File: src/rtl/cpwm_pkg.sv
package cpwm_pkg;
    typedef enum logic {
        SEL_WIDTH = 1'b0,
        SEL_DEAD  = 1'b1
    } wsel_e;
endpackage

File: src/rtl/cpwm_wrport.sv
module cpwm_wrport
    import cpwm_pkg::*;
#(
    parameter int CNT_W = 8,
    parameter int DT_W  = 3
) (
    input  logic             clk,
    input  logic             rst_n,
    input  logic             stb_i,
    input  logic             sel_i,
    input  logic [CNT_W-1:0] data_i,
    output logic [CNT_W-1:0] width_o,
    output logic [DT_W-1:0]  dead_o
);
    localparam int SYNC_W = 3;

    typedef struct packed {
        logic [SYNC_W-1:0] sync;
        logic [CNT_W-1:0]  width;
        logic [DT_W-1:0]   dead;
    } st_t;

    st_t  st_d, st_q;
    logic load;

    always_comb begin
        st_d      = st_q;
        st_d.sync = {st_q.sync[SYNC_W-2:0], stb_i};
        load      = st_q.sync[1] & ~st_q.sync[2];
        if (load) begin
            if (wsel_e'(sel_i) == SEL_WIDTH) st_d.width = data_i;
            else                             st_d.dead  = data_i[DT_W-1:0];
        end
    end

    always_ff @(posedge clk or negedge rst_n) begin
        if (!rst_n) st_q <= '0;
        else        st_q <= st_d;
    end

    assign width_o = st_q.width;
    assign dead_o  = st_q.dead;

    // settings only move on a synchronised strobe rise
    a_r5_load_only_on_edge: assert property (@(posedge clk) disable iff (!rst_n)
        !$past(load) |-> ($stable(width_o) && $stable(dead_o)));
endmodule

File: src/rtl/cpwm_core.sv
module cpwm_core #(
    parameter int CNT_W = 8
) (
    input  logic             clk,
    input  logic             rst_n,
    input  logic [CNT_W-1:0] width_i,
    output logic             raw_o,
    output logic             en_o
);
    typedef struct packed {
        logic [CNT_W-1:0] cnt;
        logic             started;
        logic [CNT_W-1:0] wuse;
        logic             raw;
        logic             en;
    } st_t;

    st_t st_d, st_q;

    always_comb begin
        st_d         = st_q;
        st_d.cnt     = st_q.cnt + 1'b1;
        st_d.started = st_q.started | (&st_q.cnt);
        st_d.wuse    = width_i;
        st_d.raw     = (&st_q.wuse) | (st_q.cnt < st_q.wuse);
        st_d.en      = st_q.started;
    end

    always_ff @(posedge clk or negedge rst_n) begin
        if (!rst_n) st_q <= '0;
        else        st_q <= st_d;
    end

    assign raw_o = st_q.raw;
    assign en_o  = st_q.en;

    // counter wraps to zero after its last value
    a_r8_wrap: assert property (@(posedge clk) disable iff (!rst_n)
        (&st_q.cnt) |=> (st_q.cnt == '0));
    // width stage follows the latch by one clock
    a_r6_pipe: assert property (@(posedge clk) disable iff (!rst_n)
        st_q.wuse == $past(width_i));
endmodule

File: src/rtl/cpwm_dtshape.sv
module cpwm_dtshape #(
    parameter int DT_W = 3
) (
    input  logic            clk,
    input  logic            rst_n,
    input  logic            raw_i,
    input  logic            en_i,
    input  logic [DT_W-1:0] dead_i,
    output logic            hi_o,
    output logic            lo_o
);
    localparam int RUN_W = DT_W + 2;

    typedef struct packed {
        logic             last;
        logic [RUN_W-1:0] run;
        logic             hi;
        logic             lo;
    } st_t;

    st_t              st_d, st_q;
    logic [RUN_W-1:0] span;
    logic             ok;

    always_comb begin
        st_d = st_q;
        span = {{(RUN_W-DT_W-1){1'b0}}, dead_i, 1'b0};
        if (raw_i != st_q.last) st_d.run = {{(RUN_W-1){1'b0}}, 1'b1};
        else if (&st_q.run)     st_d.run = st_q.run;
        else                    st_d.run = st_q.run + 1'b1;
        st_d.last = raw_i;
        ok        = st_d.run > span;
        st_d.hi   = en_i &  raw_i & ok;
        st_d.lo   = en_i & ~raw_i & ok;
    end

    always_ff @(posedge clk or negedge rst_n) begin
        if (!rst_n) st_q <= '0;
        else        st_q <= st_d;
    end

    assign hi_o = st_q.hi;
    assign lo_o = st_q.lo;

    a_r1_no_overlap: assert property (@(posedge clk) disable iff (!rst_n)
        !(hi_o && lo_o));
    // with nonzero dead-time, a turn-on never directly follows the other's on-state
    a_r2_gap_hi: assert property (@(posedge clk) disable iff (!rst_n)
        ($rose(hi_o) && dead_i != '0 && $stable(dead_i)) |-> !$past(lo_o));
    a_r2_gap_lo: assert property (@(posedge clk) disable iff (!rst_n)
        ($rose(lo_o) && dead_i != '0 && $stable(dead_i)) |-> !$past(hi_o));
    a_r7_quiet: assert property (@(posedge clk) disable iff (!rst_n)
        !en_i |=> (!hi_o && !lo_o));
endmodule

File: src/rtl/cpwm_deadband.sv
module cpwm_deadband #(
    parameter int CNT_W = 8,
    parameter int DT_W  = 3
) (
    input  logic             clk,
    input  logic             rst_n,
    input  logic             wr_stb,
    input  logic             wr_sel,
    input  logic [CNT_W-1:0] wr_data,
    output logic             out_hi,
    output logic             out_lo
);
    logic [CNT_W-1:0] width;
    logic [DT_W-1:0]  dead;
    logic             raw;
    logic             en;

    cpwm_wrport #(.CNT_W(CNT_W), .DT_W(DT_W)) i_wrport (
        .clk(clk), .rst_n(rst_n), .stb_i(wr_stb), .sel_i(wr_sel),
        .data_i(wr_data), .width_o(width), .dead_o(dead)
    );

    cpwm_core #(.CNT_W(CNT_W)) i_core (
        .clk(clk), .rst_n(rst_n), .width_i(width), .raw_o(raw), .en_o(en)
    );

    cpwm_dtshape #(.DT_W(DT_W)) i_shape (
        .clk(clk), .rst_n(rst_n), .raw_i(raw), .en_i(en), .dead_i(dead),
        .hi_o(out_hi), .lo_o(out_lo)
    );
endmodule

File: config.mk
export PLATFORM = sky130hd
export DESIGN_NAME = cpwm_deadband
export DESIGN_NICKNAME = d
export VERILOG_FILES = /design/src/rtl/cpwm_pkg.sv /design/src/rtl/cpwm_wrport.sv /design/src/rtl/cpwm_core.sv /design/src/rtl/cpwm_dtshape.sv /design/src/rtl/cpwm_deadband.sv
export SDC_FILE = /design/constraint.sdc
export NUM_CORES = 1
export LEC_CHECK = 0
export ABC_AREA = 0
export BUFFER_PORTS_ARGS = -buffer_cell sky130_fd_sc_hd__buf_2
export CORE_UTILIZATION = 30
export CTS_CLUSTER_SIZE = 20
export DETAILED_ROUTE_END_ITERATION = 10
export HOLD_SLACK_MARGIN = 0.05
export PLACE_DENSITY = 0.48
export SLEW_MARGIN = 20
export SYNTH_ARGS = -nofsm -noshare
export SYNTH_HDL_FRONTEND = slang
export SYNTH_HIERARCHICAL = 1
export SYNTH_SLANG_ARGS = --single-unit
File: constraint.sdc
create_clock -name clk -period 2.5 [get_ports clk]
set_clock_uncertainty 0.2 [all_clocks]
set_input_delay 0 -clock clk [delete_from_list [all_inputs] [get_ports clk]]
set_output_delay 0 -clock clk [all_outputs]
set_load 0.005 [all_outputs]
# Word level (Yosys, flattened, before mapping)
# Index checks and enable logic that the tools add are counted.
dict set report op_classes {
  n_addsub 2
  order_cmp 2
  eq_ne 1
  muxes 2
  bitwise 10
  n_reduce_logical 5
}
# operator n
set op_table {}
lappend op_table {{8-bit AND reduction} 2}
lappend op_table {{5-bit two-way mux} 2}
lappend op_table {{8-bit by 1-bit adder with 8-bit output (second input constant)} 1}
lappend op_table {{8-bit less-than comparator} 1}
lappend op_table {{5-bit by 1-bit adder with 5-bit output (second input constant)} 1}
lappend op_table {{1-bit AND} 5}
lappend op_table {{5-bit by 4-bit > comparator with 1-bit output} 1}
lappend op_table {{5-bit AND reduction} 1}
lappend op_table {{2-bit AND reduction} 2}
lappend op_table {{1-bit NOT} 3}
lappend op_table {{1-bit OR} 2}
lappend op_table {{1-bit inequality test} 1}
dict set report totals {
  regBits 41
  in_bits 12
  word_cells 34
}

# Depth between registers and ports, before layout
dict set report logic_depth {
  ltp_word 5
  depth_mapped 9
  depth_no_buf 9
}

# By module
# The synthesis kept the hierarchy.
# module instances cells_per_inst area_per_inst_um2 seq_area_each_um2
set modules_own_cells {}
lappend modules_own_cells {cpwm_core 1 61 812.0 475.5}
lappend modules_own_cells {cpwm_wrport 1 38 583.1 350.3}
lappend modules_own_cells {cpwm_dtshape 1 39 444.2 200.2}

# Worst setup path before layout
# No wires, ideal clock.
dict set report synth_path {
  kind {register to register}
  start {reg i_shape/st_q[2] (netlist bit)}
  end {reg i_shape.st_q (netlist bit i_shape/hi_o)}
  setup_ns 0.129
  t_arrival_ns 1.714
  setup_slack_ns 0.456
  stages_incl_launch_ff 9
  cell_sequence {dfrtp_1 -> ha_1 -> xnor2_1 -> a21oi_1 -> ha_1 -> nor2b_1 -> o21a_1 -> o2bb2ai_2 -> a21oi_1}
}
# element line_no
set synth_lines {}
lappend synth_lines {{start: declaration} cpwm_dtshape.sv:21} ;# st_t st_d, st_q;
lappend synth_lines {{start signal: assignment} cpwm_dtshape.sv:39} ;# else st_q <= st_d;

==> impl_metrics.py <==
metrics = {
    "floorplanning": {
        "io_pins": 14,
        "die_w_um": 80.30,
        "design.core.area_sq_mm": 0.005921,
        "rows": 28,
        "die_y_um": 80.30,
        "start_util": 0.3107,
        "dieArea_sq_mm": 0.006448,
    },
    "timing": {
        "layout_setup_ws_ps": 304.8,
        "rsz0062_at_grt": "no",
        "finalMaxSlewViolations": 0,
        "fmaxAchievable_mhz": 455.5,
        "slew_headroom": 0.3946,
        "hold_violations": 0,
        "setup-tns-final_ps": 0,
        "finalSetupViolCount": 0,
        "finalCriticalPeriod_ps": 2195,
        "post-route-period-util": 0.8781,
        "tightest_slew_ps": 908.1,
    },
    "drt": {
        "vias_per_cell": 4.360,
        "dr_total_vias": 1055,
        "ant_nets": 0,
        "wl_per_cell_um": 12.34,
        "drc": 0,
        "first_pass_iters": 4,
        "drt-total-wl_um": 2987,
        "drtIter0Drc": 20,
    },
    "worst_setup_path": {
        "r2r_start": "i_shape/st_q[2]",
        "crit_arrival_ps": 2170,
        "start_kind": "flop",
        "startpoint": "i_shape/st_q[2]",
        "crit_path_end_kind": "flop",
        "cp.required_ps": 2480,
        "crit_path_max_fanout": 3,
        "critical_path_class": "reg -> reg",
    },
    "grt": {
        "use_met3": 0.03750,
        "grt_overflow_total": 0,
        "grt_usage": 0.1100,
        "grt_use_met2": 0.1829,
        "top_usage_layer": "met2",
        "antenna_found_initial": 0,
        "use_met1": 0.1279,
        "grt_pass1_vias": 1127,
        "grt_max_degree": 42,
        "grt_pass1_wl_um": 5244,
    },
    "layout": {
        "final_common_cell": "dfrtp_1",
        "layout.nets": 190,
        "area_delta_synth_final_pct": 19.59,
        "layout_common_cells": "41 x dfrtp_1, 19 x dlygate4sd3_1, 13 x inv_1, 13 x buf_2, 12 x ha_1",
        "fill_cells": 555,
        "layout-drive-gt1-share": 0.2395,
        "antenna_cells": 0,
    },
    "clock_network": {
        "insertion_delay_ps": 300,
        "clockBufferDepth": 2,
        "cts_tree": "done",
        "clockRootBuffer": "clkbuf_8",
        "cts.sinks": 41,
        "htree_levels": 2,
        "postCtsResizedCells": 0,
        "path_clk_slew_ps": 90,
        "numCtsBuffers": 5,
    },
    "yosys": {
        "synth_cell_types": 31,
        "synth_nets": 162,
        "ys_top_cells_by_area": "dfrtp_1 56%, ha_1 8.2%, mux2_2 6.7%",
        "yosysTopAreaCell": "dfrtp_1",
        "synth_compound_gate_area_share": 0.07007,
        "synth-seq-area-share": 0.5578,
        "synthAdderAreaFrac": 0.08163,
        "synth_top_family_by_area": "simple AND/OR/NAND/NOR gates",
        "synth-xor-area-share": 0.05646,
        "yosys-mux-area-fraction": 0.07279,
        "avgSynthCellArea_sq_um": 13.33,
        "ys_ff_latch": 41,
        "synth-simple-area-share": 0.08980,
        "syn_inst": 138,
        "synth_top_cell_area_share": 0.5578,
        "synth_area_sq_mm": 0.001839,
        "ys_warn_count": 6,
    },
    "place": {
        "globalplace.congestion": 0.7740,
        "hpwl_um": 2095,
        "io_buffers": 13,
        "dp_slack_ps": 317.6,
    },
    "power": {
        "peakVddDrop_uv": 390.6,
        "p_leak_nw": 1.058,
        "cellPowerDensity_mw_per_mm2": 775.3,
    },
    "outcome": {
        "status": "finished, final reports clean",
    },
    "worst_hold_path": {
        "min_path_type": "in -> reg",
        "holdCritStartpoint": "wr_stb",
    },
    "run": {
        "cap_violations": 0,
    },
}
## timing repair
item                                   CTS  global route
endpoints found under the hold margin   53             0
buffers inserted                         0             0
hold buffers                            19             0
## routing by layer
layer  wire length [um]  vias up
met5                  0        -
met4                 57        0
met3                 91        5
met2               1473       16
met1               1365      521
li1                   -      513
## metrics by stage
step / cell area [sq um] / hold slack [ps] / instances / utilization / total power [mW]
after detailed placement: 1916 / -87.75 / 215 / 0.3235 / 1.215
after global routing: 2200 / 126.4 / 242 / 0.3715 / 1.817
after global placement: 1916 / -87.56 / 215 / 0.3235 / 1.197
after CTS: 2200 / 134.4 / 242 / 0.3715 / 1.721
final: 2200 / 144.9 / 242 / 0.3715 / 1.705
after floorplan: 1839 / -495.6 / 138 / - / 1.161
## final timing paths
| path | end | slack, ps | cells past startpoint |
|---|---|---|---|
| worst max-delay path | i_shape/lo_o | 300 | 8 |
| worst min-delay path | i_wrport/st_d[12] | 140 | 2 |
| worst max register to register | i_shape/lo_o | 300 | 8 |
| worst min register to register | i_wrport/st_d[13] | 160 | 0 |
| max in group asynchronous | i_core/st_q[18] | 1360 | 2 |
| min in group asynchronous | i_core/st_q[15] | 160 | 2 |
## worst max-delay path, cell delays in order (launching register included)
cell,delay [ps]
dfrtp_1,440
ha_1,280
xnor2_1,150
a21oi_1,200
ha_1,270
nor2b_1,130
o21a_1,170
o2bb2ai_2,150
a21oi_1,80
## cell families (layout without fill, tap and decap cells)
kind of cell	Yosys count	in the layout
AO/OA/AOI/OAI	15	15
buffers and inverters	24	53
flip-flops	41	41
XOR/XNOR	11	11
multiplexers	12	12
adder cells (fa/ha/maj)	12	12
AND/OR/NAND/NOR	23	23
## power breakdown
group          switching, mW  internal, mW
clock                  0.253         0.203
combinational          0.185         0.226
sequential            0.0782         0.760
## flip-flops by register name, indices dropped and copies added, names as in the netlist
name              count
i_shape/hi_o          1
i_shape/lo_o          1
i_wrport/dead_o       3
i_core/st_q          16
i_core/st_d           1
i_shape/st_q          6
i_core/en_o           1
i_wrport/st_d         2
i_wrport/width_o      8
i_core/raw_o          1
i_wrport/st_q         1
## cell usage after synthesis, drive strengths merged
cell type	n
a2111oi	1
a211oi	1
a21o	1
a21oi	4
a31o	1
and3	3
buf	11
dfrtp	41
ha	12
inv	13
mux2	11
mux2i	1
nand2	3
nand2b	3
nand3	4
nand3b	1
nand4	4
nor2	2
nor2b	2
nor3b	1
o2111ai	1
o21a	2
o21ai	2
o22a	1
o2bb2ai	1
xnor2	6
xor2	5
## final cells by class
type                            count  area (sq um)  share of cell area
Inverter                           13         48.80             0.02218
Clock inverter                      3         25.02             0.01138
Tap cell                           75         93.84             0.04266
Timing Repair Buffer               32         255.2              0.1160
Clock buffer                        5         68.82             0.03129
Multi-Input combinational cell     73         681.9              0.3100
Sequential cell                    41          1026              0.4664
No activity file was read; power rests on OpenSTA's default activity.
